==> src/rtl/adc_seq_pkg.sv <==
package adc_seq_pkg;

    localparam int RES_W  = 10;
    localparam int IDX_W  = $clog2(RES_W);
    localparam logic [1:0] SEL_RC = 2'b11;

    typedef logic [RES_W-1:0] code_t;

    typedef struct packed {
        logic  busy;
        logic  done;
        code_t trial;
        code_t final_code;
    } sar_stat_t;

    function automatic logic sel_is_rc(input logic [1:0] sel);
        return sel == SEL_RC;
    endfunction

    function automatic int start_delay(input logic rc, input int tcy);
        return tcy + 1 + (rc ? tcy : 0);
    endfunction

    function automatic code_t trial_step(input code_t code,
                                         input logic [IDX_W-1:0] idx,
                                         input logic keep);
        code_t c;
        c = code;
        c[idx] = keep;
        if (idx != '0) c[idx - 1'b1] = 1'b1;
        return c;
    endfunction

endpackage

==> src/rtl/adc_go_ctrl.sv <==
module adc_go_ctrl (
    input  logic clk,
    input  logic rst,
    input  logic go_set,
    input  logic go_clr,
    input  logic flag_clr,
    input  logic q4_strobe,
    input  logic active,
    input  logic done,
    output logic go_q,
    output logic flag_q,
    output logic start,
    output logic abort
);
    assign abort = go_clr && active;
    assign start = go_q && q4_strobe && !active && !go_clr;

    always_ff @(posedge clk) begin
        if (rst) begin
            go_q   <= 1'b0;
            flag_q <= 1'b0;
        end else begin
            if (go_clr)                 go_q <= 1'b0;
            else if (done)              go_q <= 1'b0;
            else if (go_set && !active) go_q <= 1'b1;

            if (done)          flag_q <= 1'b1;
            else if (flag_clr) flag_q <= 1'b0;
        end
    end
endmodule

==> src/rtl/adc_start_timer.sv <==
module adc_start_timer #(
    parameter int TCY_CLKS = 8
) (
    input  logic       clk,
    input  logic       rst,
    input  logic       start,
    input  logic [1:0] clk_sel,
    input  logic       abort,
    output logic       busy,
    output logic       fire
);
    import adc_seq_pkg::*;

    localparam int MAX_DLY = 2 * TCY_CLKS + 1;
    localparam int CW      = $clog2(MAX_DLY + 1);

    logic [CW-1:0] cnt;

    assign fire = busy && (cnt == '0);

    always_ff @(posedge clk) begin
        if (rst || abort) begin
            busy <= 1'b0;
            cnt  <= '0;
        end else if (start) begin
            busy <= 1'b1;
            cnt  <= CW'(start_delay(sel_is_rc(clk_sel), TCY_CLKS) - 1);
        end else if (busy) begin
            if (cnt == '0) busy <= 1'b0;
            else           cnt  <= cnt - 1'b1;
        end
    end
endmodule

==> src/rtl/adc_sar_core.sv <==
module adc_sar_core (
    input  logic                   clk,
    input  logic                   rst,
    input  logic                   begin_conv,
    input  logic                   abort,
    input  logic                   tick,
    input  logic                   cmp_hi,
    output adc_seq_pkg::sar_stat_t stat
);
    import adc_seq_pkg::*;

    logic             busy;
    logic             primed;
    logic [IDX_W-1:0] idx;
    code_t            trial;
    code_t            next_code;

    assign next_code       = trial_step(trial, idx, cmp_hi);
    assign stat.busy       = busy;
    assign stat.trial      = trial;
    assign stat.final_code = next_code;
    assign stat.done       = busy && tick && primed && (idx == '0);

    always_ff @(posedge clk) begin
        if (rst || abort) begin
            busy   <= 1'b0;
            primed <= 1'b0;
            idx    <= '0;
            trial  <= '0;
        end else if (begin_conv) begin
            busy   <= 1'b1;
            primed <= 1'b0;
            idx    <= '0;
            trial  <= '0;
        end else if (busy && tick) begin
            if (!primed) begin
                primed <= 1'b1;
                idx    <= IDX_W'(RES_W - 1);
                trial  <= code_t'(1) << (RES_W - 1);
            end else if (idx == '0) begin
                busy   <= 1'b0;
                primed <= 1'b0;
                trial  <= '0;
            end else begin
                trial  <= next_code;
                idx    <= idx - 1'b1;
            end
        end
    end
endmodule

==> src/rtl/adc_sar_seq.sv <==
module adc_sar_seq #(
    parameter int TCY_CLKS = 8
) (
    input  logic       clk,
    input  logic       rst,
    input  logic       go_set,
    input  logic       go_clr,
    input  logic       q4_strobe,
    input  logic [1:0] clk_sel,
    input  logic       ad_tick,
    input  logic       cmp_hi,
    input  logic       flag_clr,
    output logic       sample_en,
    output logic [9:0] dac_code,
    output logic [9:0] result,
    output logic       irq_flag,
    output logic       go_done
);
    import adc_seq_pkg::*;

    logic      tmr_busy;
    logic      tmr_fire;
    logic      start;
    logic      abort;
    logic      active;
    sar_stat_t stat;
    code_t     result_q;

    assign active = tmr_busy || stat.busy;

    adc_go_ctrl u_go (
        .clk       (clk),
        .rst       (rst),
        .go_set    (go_set),
        .go_clr    (go_clr),
        .flag_clr  (flag_clr),
        .q4_strobe (q4_strobe),
        .active    (active),
        .done      (stat.done),
        .go_q      (go_done),
        .flag_q    (irq_flag),
        .start     (start),
        .abort     (abort)
    );

    adc_start_timer #(.TCY_CLKS(TCY_CLKS)) u_tmr (
        .clk     (clk),
        .rst     (rst),
        .start   (start),
        .clk_sel (clk_sel),
        .abort   (abort),
        .busy    (tmr_busy),
        .fire    (tmr_fire)
    );

    adc_sar_core u_core (
        .clk        (clk),
        .rst        (rst),
        .begin_conv (tmr_fire),
        .abort      (abort),
        .tick       (ad_tick),
        .cmp_hi     (cmp_hi),
        .stat       (stat)
    );

    always_ff @(posedge clk) begin
        if (rst)            result_q <= '0;
        else if (stat.done) result_q <= stat.final_code;
    end

    assign result    = result_q;
    assign dac_code  = stat.trial;
    assign sample_en = !stat.busy;
endmodule

==> config.mk <==
export PLATFORM = sky130hd
export DESIGN_NAME = adc_sar_seq
export DESIGN_NICKNAME = d
export VERILOG_FILES = /design/src/rtl/adc_seq_pkg.sv /design/src/rtl/adc_go_ctrl.sv /design/src/rtl/adc_start_timer.sv /design/src/rtl/adc_sar_core.sv /design/src/rtl/adc_sar_seq.sv
export SDC_FILE = /design/constraint.sdc
export NUM_CORES = 1
export LEC_CHECK = 0
export ABC_AREA = 1
export BUFFER_PORTS_ARGS = -buffer_cell sky130_fd_sc_hd__buf_2
export CORE_MARGIN = 5
export CORE_UTILIZATION = 49
export CTS_CLUSTER_DIAMETER = 150
export DETAILED_ROUTE_END_ITERATION = 10
export HOLD_SLACK_MARGIN = 0.05
export PLACE_DENSITY = 0.71
export SETUP_SLACK_MARGIN = 0.4
export SLEW_MARGIN = 20
export SYNTH_ARGS = -nofsm -noshare
export SYNTH_HDL_FRONTEND = slang
export SYNTH_HIERARCHICAL = 1
export SYNTH_SLANG_ARGS = --single-unit
==> constraint.sdc <==
create_clock -name clk -period 1.9 [get_ports clk]
set_input_delay 0.19 -clock clk [delete_from_list [all_inputs] [get_ports clk]]
set_output_delay 0.19 -clock clk [all_outputs]
set_load 0.01 [all_outputs]
==> summary.md <==
| Metric | Value |
|---|---|
| Total grt overflow | `0` |
| Worst hold margin | `between 100 and 150 ps` |
| Outcome | `finished clean` |
| Max_cap viols | `0` |
| Post-synthesis sequential area ratio | `about a third` |
| DRT antenna net count | `0` |
| Tcrit/Tclk final | `between 80% and 90%` |
| Clock latency on the worst-skew pair | `between 200 and 300 ps` |
| CP Launch Type | `register` |
| CTS tree | `done` |
| Wire per inst | `around 12 um` |
| Cells after synthesis | `between 200 and 300` |
| Worst-path fanout max | `6` |
| Mapped cell area | `about 0.0019 mm^2` |
| Initial antenna violation count | `0` |
| DP Cell Count | `approximately 370` |
| First-pass GRT wire length | `7990 um` |
| Initial Utilization | `51.84%` |
| Rel. slew slack | `roughly four fifths` |
| Critical Path RT | `about 2100 ps` |
| Die H | `around 73 um` |
| Area growth, synth to finish | `32.30%` |
| Max VDD drop | `between 0.3 and 0.4 mV` |
| Worst EP arrival | `approximately 1700 ps` |
| Avg Inst Size Synth | `between 6 and 7 um^2` |
| Critical path's slowest cell | `dfxtp_4` |
| Drt first pass iters | `4` |
| Worst path top cell family by delay | `simple AND/OR/NAND/NOR gates` |
| Total core area | `approximately 0.0037 mm^2` |
| Setup_tns | `0 ps` |
| CP Class | `reg -> reg` |
| Mapped Nets | `315` |
| # DRC | `0` |
| Largest net degree at the start of global routing | `12` |
| Row count | `22` |
| Minimum clock period | `approximately 1500 ps` |
| Vias | `a little under 2000` |
| # fillers | `between 300 and 400` |
| Vias in the first global route | `roughly 1800` |
| Ys Warns | `6` |
| Starting DRT DRC Count | `between 150 and 200` |
| Crit path buffers/inverters | `4` |
| Total Routing Usage GR | `19.27%` |
| CTS hold repair buffers | `0` |
| Layout cells sized above 1 | `35.73%` |
| PortBufs | `32` |
| Die X | `72.93 um` |
| Fin nets | `~370` |
| CP startpoint | `u_core/idx[1]` |
| RePlAce Congestion | `between 0.8 and 0.9` |
| FMAX | `0.6463 GHz` |
| Crit path cell chain | `inv_6, ha_4, inv_4, nor2_4, nand2_4, nor2_4, buf_6, buf_12, nand2_1, nand2_1, nor2_1` |
| Clock Path Buffers | `2` |
| Count of cell types in the netlist | `27` |
| Io pins | `33` |
| Total wire length | `just under 5000 um` |
| DP HPWL | `roughly 3200 um` |
| Num CTS Buffers | `5` |
| Pleak | `roughly 1.1 nW` |
| H-tree levels | `2` |
| R2r startpoint | `u_core/idx[1]` |
| Worst slew pin tran | `about 300 ps` |
| Pwr dens | `492.5 mW/mm^2` |
| Worst Hold Launch | `rst` |
| Clk pin slew, worst setup/hold paths | `roughly 60 ps` |
| # clock sinks | `34` |
| Clk root buf | `clkbuf_8` |
| Post-layout worst setup margin | `roughly 350 ps` |
| Final Hold Viols | `0` |
| DIE AREA | `0.005319 mm^2` |
| DR vias/cell | `around 5` |
| RSZ-0062 raised after global routing | `true` |
| CP Capture Type | `register` |
| Placement Setup Slack | `roughly 280 ps` |
| Post-Layout Cell Count | `roughly 400` |
| Final setup fails | `0` |
| Hold WC Path Type | `in -> reg` |
| Layout Skew | `1.537 ps` |
| Ant. Diodes | `0` |
| Largest stage delay, worst path | `380 ps` |
| Synth Register Bits | `34` |
| Final Max Tran Viols | `0` |
==> power breakdown <==
part,total [mW],switching (mW),internal [mW]
sequential,0.710,0.000845,0.710
clock,0.496,0.245,0.252
combinational,0.0574,0.0358,0.0216
total,1.26,0.281,0.983
==> Yosys cell counts <==
cell type / count / area share [%]
a21boi_1: 2 / 0.77
a21oi_1: 11 / 2.8
a21oi_2: 7 / 3.2
a31oi_1: 1 / 0.32
buf_2: 2 / 0.52
buf_4: 1 / 0.39
buf_6: 2 / 1.2
clkbuf_1: 1 / 0.19
clkinv_1: 2 / 0.39
dfxtp_1: 34 / 35
ha_1: 8 / 5.2
inv_1: 38 / 7.4
inv_2: 7 / 1.4
nand2_1: 89 / 17
nand2_2: 7 / 2.3
nand3_1: 9 / 2.3
nand3_2: 2 / 1.0
nand4_1: 1 / 0.32
nor2_1: 40 / 7.7
nor2_2: 6 / 1.9
nor2_4: 2 / 1.2
nor3_1: 6 / 1.5
o21ai_0: 14 / 3.6
o21bai_1: 1 / 0.39
o22ai_1: 1 / 0.32
or2_2: 2 / 0.64
xnor2_2: 1 / 0.84
==> cells by family (layout without fill, tap and decap cells) <==
kind of cell / count (synthesis) / count (layout) / share of synthesized area (%)
adders and majority gates: 8 / 8 / 5.158
DFF: 34 / 34 / 35.07
buffers and inverters: 53 / 103 / 11.35
and+or+nand+nor: 164 / 164 / 36.17
AOI/OAI and AO/OA: 37 / 37 / 11.41
xor gates and xnor gates: 1 / 1 / 0.8384
==> per-stage QoR <==
stage	cell area [um^2]	total power, mW	utilization (%)
4_1_cts	2410	1.275	64.37
3_3_place_gp	2186	0.7808	58.39
5_1_grt	2567	1.322	68.58
2_1_floorplan	1988	0.7639	-
6_report	2567	1.264	68.58
3_5_place_dp	2186	0.7813	58.39
==> per-layer routing <==
layer	up-vias	GRT usage (%)	routed length (um)
li1	1011	-	-
met2	46	30.36	2238
met5	-	0	0
met1	872	25.52	2222
met4	0	7.787	103
met3	12	4.132	264
==> layout by cell type (no fill, tap or decap), types with 3 or more instances in the layout <==
cell type	n
nand2_1	83
nor2_1	34
buf_2	32
inv_1	31
dfxtp_1	29
buf_4	12
nand2_2	11
o21ai_0	10
nor2_2	9
nand3_1	9
a21oi_2	9
a21oi_1	9
inv_2	8
clkbuf_8	5
nor2_4	5
inv_4	4
ha_1	4
nor3_1	3
o21ai_2	3
dfxtp_4	3
==> path summary, 6_finish.rpt <==
kind / cells past startpoint / slack (ps) / end
max: 11 / 350 / result[9]
min: 2 / 120 / u_go/flag_q
max reg2reg: 11 / 350 / result[9]
min reg2reg: 2 / 460 / result[7]
==> registers in the layout (all words and copies together) (netlist names) <==
register       flops
u_tmr/cnt          5
u_go/go_q          1
u_core/primed      1
u_core/idx         4
u_core/trial      10
u_go/flag_q        1
result            10
u_tmr/busy         1
u_core/busy        1
==> final cells by class <==
type	instances	area (um^2)	area share, %
Clock buffer	7	76.32	2.973
Timing Repair Buffer	49	356.6	13.89
Sequential cell	34	694.4	27.05
Tap cell	48	60.06	2.339
Inverter	47	198.9	7.749
Multi-Input combinational cell	210	1181	46.00
==> repair_timing <==
| action | in CTS | in global routing |
|---|---|---|
| setup endpoints to repair | 24 | 33 |
| hold endpoints to repair | 0 | 0 |
| setup buffers | 7 | 6 |
| pin swaps | 4 | 15 |
| gates resized for setup | 13 | 40 |
| cloned | 2 | 0 |
Power figures use the tool's default switching activity.
